<file path="config.mk">
export PLATFORM = sky130hd
export DESIGN_NAME = cart_bank_ctrl
export DESIGN_NICKNAME = d
export VERILOG_FILES = /design/src/rtl/cbc_pkg.sv /design/src/rtl/cbc_ctrl_regs.sv /design/src/rtl/cbc_rom_map.sv /design/src/rtl/cbc_ram_map.sv /design/src/rtl/cart_bank_ctrl.sv
export SDC_FILE = /design/constraint.sdc
export NUM_CORES = 1
export LEC_CHECK = 0
export BUFFER_PORTS_ARGS = -buffer_cell sky130_fd_sc_hd__clkbuf_2
export CAP_MARGIN = 15
export CORE_MARGIN = 2
export CORE_UTILIZATION = 34
export DETAILED_ROUTE_END_ITERATION = 16
export HOLD_SLACK_MARGIN = 0.08
export PLACE_DENSITY = 0.8
export SETUP_SLACK_MARGIN = 0.05
export SLEW_MARGIN = 0
export SYNTH_ARGS = -nofsm -noshare
export SYNTH_HDL_FRONTEND = slang
export SYNTH_SLANG_ARGS = --single-unit
</file>
<file path="constraint.sdc">
create_clock -name clk -period 1.2 [get_ports clk]
set_clock_uncertainty 0.1 [all_clocks]
set_input_delay 0.12 -clock clk [delete_from_list [all_inputs] [get_ports clk]]
set_output_delay 0.12 -clock clk [all_outputs]
set_load 0.01 [all_outputs]
</file>
<file path="src/rtl/cbc_pkg.sv">
package cbc_pkg;
    localparam int CPU_AW   = 16;
    localparam int DATA_W   = 8;
    localparam int ROM_OFF_W = 14;
    localparam int RAM_OFF_W = 13;

    typedef enum logic [1:0] {
        SEL_RAM_EN  = 2'b00,
        SEL_BANK_LO = 2'b01,
        SEL_SHARED  = 2'b10,
        SEL_MODE    = 2'b11
    } ctrl_sel_e;

    typedef enum logic {
        ROMBANK = 1'b0,
        RAMBANK = 1'b1
    } bank_mode_e;

    localparam logic [3:0] RAM_KEY = 4'hA;
endpackage

</file>
<file path="src/rtl/cbc_ctrl_regs.sv">
module cbc_ctrl_regs
    import cbc_pkg::*;
#(
    parameter int LO_W = 5,
    parameter int HI_W = 2,
    parameter int PG_W = 2
) (
    input  logic                 clk,
    input  logic                 rst_n,
    input  logic                 wr_en,
    input  logic [1:0]           wr_sel,
    input  logic [DATA_W-1:0]    wdata,
    output logic [LO_W+HI_W-1:0] rom_bank,
    output logic [PG_W-1:0]      ram_page,
    output logic                 ram_en
);
    localparam int BANK_W = LO_W + HI_W;

    bank_mode_e      state_q, state_d;
    logic [LO_W-1:0] lo_q, lo_d;
    logic [HI_W-1:0] hi_q, hi_d;
    logic [PG_W-1:0] pg_q, pg_d;
    logic            en_q, en_d;
    logic [LO_W-1:0] lo_raw;

    logic unused_wdata_hi;
    assign unused_wdata_hi = ^wdata[DATA_W-1:LO_W];

    assign lo_raw = wdata[LO_W-1:0];

    always_ff @(posedge clk) begin
        if (!rst_n) begin
            state_q <= ROMBANK;
            lo_q    <= LO_W'(1);
            hi_q    <= '0;
            pg_q    <= '0;
            en_q    <= 1'b0;
        end else begin
            state_q <= state_d;
            lo_q    <= lo_d;
            hi_q    <= hi_d;
            pg_q    <= pg_d;
            en_q    <= en_d;
        end
    end

    always_comb begin
        state_d = state_q;
        lo_d    = lo_q;
        hi_d    = hi_q;
        pg_d    = pg_q;
        en_d    = en_q;
        if (wr_en) begin
            unique case (ctrl_sel_e'(wr_sel))
                SEL_RAM_EN:  en_d = (wdata[3:0] == RAM_KEY);
                SEL_BANK_LO: lo_d = (lo_raw == '0) ? LO_W'(1) : lo_raw;
                SEL_SHARED: begin
                    unique case (state_q)
                        ROMBANK: hi_d = wdata[HI_W-1:0];
                        RAMBANK: pg_d = wdata[PG_W-1:0];
                    endcase
                end
                SEL_MODE: begin
                    unique case (state_q)
                        ROMBANK: if (wdata[0])  state_d = RAMBANK;
                        RAMBANK: if (!wdata[0]) state_d = ROMBANK;
                    endcase
                end
            endcase
        end
    end

    always_comb begin
        rom_bank = BANK_W'({hi_q, lo_q});
        ram_page = pg_q;
        ram_en   = en_q;
    end
endmodule

</file>
<file path="src/rtl/cbc_rom_map.sv">
module cbc_rom_map
    import cbc_pkg::*;
#(
    parameter int BANK_W = 7
) (
    input  logic [CPU_AW-1:0]           addr,
    input  logic                        rd,
    input  logic [BANK_W-1:0]           bank,
    output logic [BANK_W+ROM_OFF_W-1:0] rom_addr,
    output logic                        rom_rd,
    output logic                        in_rom
);
    logic [BANK_W-1:0] eff_bank;

    always_comb begin
        in_rom   = (addr[CPU_AW-1] == 1'b0);
        eff_bank = addr[ROM_OFF_W] ? bank : '0;
        rom_addr = {eff_bank, addr[ROM_OFF_W-1:0]};
        rom_rd   = rd && in_rom;
    end
endmodule

</file>
<file path="src/rtl/cbc_ram_map.sv">
module cbc_ram_map
    import cbc_pkg::*;
#(
    parameter int PG_W = 2
) (
    input  logic [CPU_AW-1:0]         addr,
    input  logic                      rd,
    input  logic                      wr,
    input  logic [PG_W-1:0]           page,
    input  logic                      enable,
    output logic [PG_W+RAM_OFF_W-1:0] ram_addr,
    output logic                      ram_rd,
    output logic                      ram_wr,
    output logic                      in_ram
);
    always_comb begin
        in_ram   = (addr[CPU_AW-1:RAM_OFF_W] == 3'b101);
        ram_addr = {page, addr[RAM_OFF_W-1:0]};
        ram_rd   = rd && in_ram && enable;
        ram_wr   = wr && in_ram && enable;
    end
endmodule

</file>
<file path="src/rtl/cart_bank_ctrl.sv">
module cart_bank_ctrl
    import cbc_pkg::*;
#(
    parameter int LO_W = 5,
    parameter int HI_W = 2,
    parameter int PG_W = 2,
    localparam int BANK_W = LO_W + HI_W,
    localparam int ROM_AW = BANK_W + ROM_OFF_W,
    localparam int RAM_AW = PG_W + RAM_OFF_W
) (
    input  logic              clk,
    input  logic              rst_n,
    input  logic [15:0]       cpu_addr,
    input  logic [7:0]        cpu_wdata,
    input  logic              cpu_rd,
    input  logic              cpu_wr,
    output logic [7:0]        cpu_rdata,
    output logic [ROM_AW-1:0] rom_addr,
    output logic              rom_rd,
    input  logic [7:0]        rom_rdata,
    output logic [RAM_AW-1:0] ram_addr,
    output logic              ram_rd,
    output logic              ram_wr,
    output logic [7:0]        ram_wdata,
    input  logic [7:0]        ram_rdata
);
    logic [BANK_W-1:0] rom_bank;
    logic [PG_W-1:0]   ram_page;
    logic              ram_en;
    logic              in_rom, in_ram;
    logic              ctrl_wr;

    assign ctrl_wr = cpu_wr && (cpu_addr[15] == 1'b0);

    cbc_ctrl_regs #(.LO_W(LO_W), .HI_W(HI_W), .PG_W(PG_W)) u_regs (
        .clk      (clk),
        .rst_n    (rst_n),
        .wr_en    (ctrl_wr),
        .wr_sel   (cpu_addr[14:13]),
        .wdata    (cpu_wdata),
        .rom_bank (rom_bank),
        .ram_page (ram_page),
        .ram_en   (ram_en)
    );

    cbc_rom_map #(.BANK_W(BANK_W)) u_rom (
        .addr     (cpu_addr),
        .rd       (cpu_rd),
        .bank     (rom_bank),
        .rom_addr (rom_addr),
        .rom_rd   (rom_rd),
        .in_rom   (in_rom)
    );

    cbc_ram_map #(.PG_W(PG_W)) u_ram (
        .addr     (cpu_addr),
        .rd       (cpu_rd),
        .wr       (cpu_wr),
        .page     (ram_page),
        .enable   (ram_en),
        .ram_addr (ram_addr),
        .ram_rd   (ram_rd),
        .ram_wr   (ram_wr),
        .in_ram   (in_ram)
    );

    always_comb begin
        ram_wdata = cpu_wdata;
        if (in_rom)      cpu_rdata = rom_rdata;
        else if (ram_rd) cpu_rdata = ram_rdata;
        else             cpu_rdata = 8'hFF;
    end
endmodule

</file>
======== Word level (Yosys, flattened, before mapping) ========
Cells that the tools add are included.
Widths: inputs -> output; s select.
operators by class
  equal/unequal tests ..................... 5
  muxes and demuxes ....................... 5
  bitwise gates (word level) .............. 2
  reduce and logical (&&, ||, !) cells .... 13
operator list
  operator            number
  $mux 8              2
  $mux 7              1
  $logic_and 1x1->1   6
  $reduce_and 2->1    3
  $reduce_and 3->1    2
  $logic_not 5->1     1
  $mux 5              1
  $eq 2x2->1 const B  2
  $eq 4x4->1 const B  1
  $eq 3x3->1 const B  1
  $eq 2x1->1 const B  1
  $logic_not 2->1     1
  $not 1->1           2
  $mux 1              1
storage, ports and cells
  bits in registers ....................... 11
  input bits .............................. 44
  output and inout bits ................... 55

======== Depth between registers and ports, before layout ========
  depth in word-level cells ............... 5
  depth in mapped cells ................... 4
  mapped depth without buffers ............ 3

======== Hierarchy ========
Synthesis repeated with hierarchy kept, for this count alone.
second synthesis, totals
  cell total of the unflattened synthesis .. 115
  area, all modules ....................... 1019.7 um^2
modules (own cells, without submodules)
  module          instances  cells an instance  area an instance (um^2)  seq. area each (um^2)
  cbc_ctrl_regs   1          45                 471.7                    220.2
  cart_bank_ctrl  1          29                 254.0                    0.0
  cbc_rom_map     1          23                 158.9                    0.0
  cbc_ram_map     1          18                 135.1                    0.0

======== Least setup slack after synthesis ========
No wires, ideal clock.
  path kind ............................... register to output
  from .................................... register u_regs.en_q (netlist: u_regs.ram_en)
  to ...................................... output port cpu_rdata[0]
  data arrival time ....................... 894 ps
  required time ........................... 980 ps
  path slack .............................. 86 ps
  stages on the path, launching flop included .. 4
  path buffers ............................ 0
  cell sequence ........................... dfxtp_1 and4b_1 nand2_1 o22a_1
between the ends
  word-level cells in the longest chain between the ends .. 3
ends and longest elaborated chain
  what                    RTL line              RTL
  start, declared         cbc_ctrl_regs.sv:23   logic en_q, en_d;
  start signal, assigned  cbc_ctrl_regs.sv:43   en_q <= en_d;
  $logic_and 1x1->1       cbc_ram_map.sv:19     ram_rd = rd && in_ram && enable;
  $mux 8                  cart_bank_ctrl.sv:70  else if (ram_rd) cpu_rdata = ram_rdata;
  $mux 8                  cart_bank_ctrl.sv:69  if (in_rom) cpu_rdata = rom_rdata;
  end, declared           cart_bank_ctrl.sv:17  output logic [7:0] cpu_rdata,
No other way between the ends.

======== Worst setup path in the final report ========
  from .................................... register u_regs.en_q (netlist: u_regs.ram_en)
  to ...................................... output port cpu_rdata[2]
Same word-level chain as after synthesis.

==> metrics.cfg <==
[sta]
max_freq_mhz=671.5
slew_violations=0
period_share_pct=124.1
rsz0062_at_grt=yes
final_hold_viol_count=0
tightest_slew_ns=0.3502
finalSetupViolCount=10
max-slew-margin-rel_pct=76.32
hold_slack_ns=0.09386
setup_ws_ns=-0.2891
period_needed_ns=1.489
tns_ns=-2.631

[critical_path]
cp_cell_sequence=and4b_2 > nand2_4 > o22a_1 > clkbuf_2
r2r_end=u_regs.hi_q[1]$_SDFFE_PN0P_
worstSetupPathType=register to primary output
critical-path-max-stage-delay_ns=0.33
cp-end-kind=primary output
rr_worst_depth=2
critPathLaunchType=register
cp_max_fo=5
critPathArrivalTime_ns=1.27
r2r-start=u_regs.state_q$_SDFFE_PN0P_
worst_ep_required_time_ns=0.98
r2r_slack_ns=0.25
critPathTopFamily=simple AND/OR/NAND/NOR gates
timing.critical_path.buf_inv=1
cp_slowest_cell=dfxtp_2
critPathLaunch=u_regs.ram_en$_SDFFE_PN0P_

[final_layout]
mostFrequentLayoutCells=clkbuf_2, mux2i_1, dfxtp_1, o22a_1
final_cells=164
area_delta_synth_final_pct=20.37
post-route-cell-area_um2=1072
fin_nets=179
layout_commonest_cell=clkbuf_2
drive_above_1_share_pct=51.49
antenna_cells=0

[outcome]
outcome=complete, but fails checks
violations=setup timing

[routing]
via_per_inst=4.732
drtPass1Iterations=4
drt_iter0_markers=3
drc=0
wl_per_cell_um=14.12
wl_um=2315
ant_nets=0
route.vias.total=776

[job]
cap_violations=0

[floorplan]
die_y_um=55.19
core_area_um2=2477
fp.dieW_um=55.19
fp.dieArea_um2=3045
io_pins=99
core.rowCount=18
start_util_pct=35.96

[placement]
dp.cells=151
hpwl_um=1833
numPortBuffers=53
dpl-instance-area_um2=940.9
post-place-ws_ns=-0.1083
globalplace.congestion=0.7189

[yosys]
syn_nets=147
syn_area_um2=890.9
yosysTopAreaCell=buf_4
synth.avg_cell_area_um2=8.649
synth_top_flop_cell=dfxtp_1
synth.distinct_cells=21
netlist_instances=103
yosysWarnings=0
ys_ff_latch=11
netlist.area_leader.share_pct=30.34
async_flop_share_pct=0
yosysSeqAreaShare_pct=24.72
synth_area_leaders=buf_4, dfxtp_1, mux2i_1
synth_edf_count=0

[worst_hold_path]
hp-class=input port to register
hp-start=cpu_wdata[1]
whs_endpoint=u_regs.lo_q[1]$_SDFFE_PN0P_
min_delay_path_depth=3

[cts]
cts-root-buf=clkbuf_4
clkLatencyLatePin_ns=0.27
cts_made_buffers=3
ctsHtreeMaxLevel=1
path_clk_slew_ns=0.08
cts_tree=yes
cts.sinks=11
clk_path_buf_depth=2

[pwr]
seq_power_share_pct=45.4
power_density_nw_per_um2=768.4
switching_share_pct=27.37
internal-power_mw=0.5984
pwr-share-clk_pct=31.1
cellLeakagePower_nw=0.5332
ir_drop_mv=0.7651
combPwrFrac_pct=23.5
switchingPower_mw=0.2255

[global_route]
antenna_found_initial=0
grt_pass1_wl_um=3236
grt.total_usage_pct=15.07
grt_max_degree=14
grt_pass1_vias=729
grt_overflow=0

per-stage QoR:
step / power, mW / util, %
2_1_floorplan: 0.5693 / -
3_3_place_gp: 0.5520 / 37.98
3_5_place_dp: 0.5561 / 37.98
4_1_cts: 0.8306 / 42.58
5_1_grt: 0.8732 / 43.28
6_report: 0.8239 / 43.28
synth_stat cells (2+ instances only):
library cell / n
dfxtp_1: 11
o22a_1: 8
clkbuf_1: 2
mux2i_1: 10
nor3b_1: 2
buf_4: 36
nand2_1: 7
and2_1: 8
nor2b_1: 7
per-layer routing:
layer / GRT usage (%) / wire length (um) / vias to the layer above
met3: 1.882 / 235 / 2
met5: 0 / 0 / -
met1: 13.98 / 776 / 340
met2: 31.94 / 1293 / 54
met4: 6.098 / 10 / 0
li1: - / - / 380
sequential cells by signal (all words and copies together), names as in the netlist:
name and count:
u_regs.lo_q 5, u_regs.hi_q 2, u_regs.ram_page 2, u_regs.ram_en 1, u_regs.state_q 1
kinds of logic (layout without fill, tap and decap cells):
family | count (synthesis) | after routing | synth area share, %
compound gates | 9 | 9 | 8.427
buf+inv | 40 | 70 | 32.16
simple gates | 33 | 34 | 23.46
mux | 10 | 10 | 11.24
flops | 11 | 11 | 24.72
power by group through the flow:
stage / sequential, mW / combinational (mW) / clock [mW]
2_1_floorplan: 0.381 / 0.188 / 0
3_5_place_dp: 0.382 / 0.174 / 0
6_report: 0.374 / 0.194 / 0.257
4_1_cts: 0.374 / 0.194 / 0.263
3_3_place_gp: 0.382 / 0.170 / 0
5_1_grt: 0.374 / 0.213 / 0.286
worst max path at each step:
stage / to / slack (ns) / cells past startpoint
2_1_floorplan: cpu_rdata[0] / 0.09 / 3
3_3_place_gp: cpu_rdata[4] / -0.05 / 4
3_5_place_dp: cpu_rdata[2] / -0.11 / 4
4_1_cts: cpu_rdata[2] / -0.29 / 4
5_1_grt: cpu_rdata[2] / -0.34 / 4
6_report: cpu_rdata[2] / -0.29 / 4
worst reg2reg max path, delay by kind of cell (launching register included):
kind / cells / cell delay [ns]
flip-flops: 1 / 0.32
multiplexers: 1 / 0.20
AND/OR/NAND/NOR: 1 / 0.26
layout make-up:
type / instances / area [um^2]
repair buffers: 65 / 379.1
fillers: 259 / 1405
clock buffers: 3 / 22.52
inverters: 1 / 3.754
flip-flops and latches: 11 / 222.7
multi-input cells: 53 / 401.6
well taps: 30 / 37.54
clock inverters: 1 / 5.005
repair_timing:
item	CTS	global route
hold buffers	7	0
gates cloned	1	0
pin swaps	11	0
setup endpoints to repair	10	11
gates resized for setup	4	5
hold endpoints to repair	7	0
buffers inserted	0	1
Note: power is estimated with default switching activity, not from simulation.
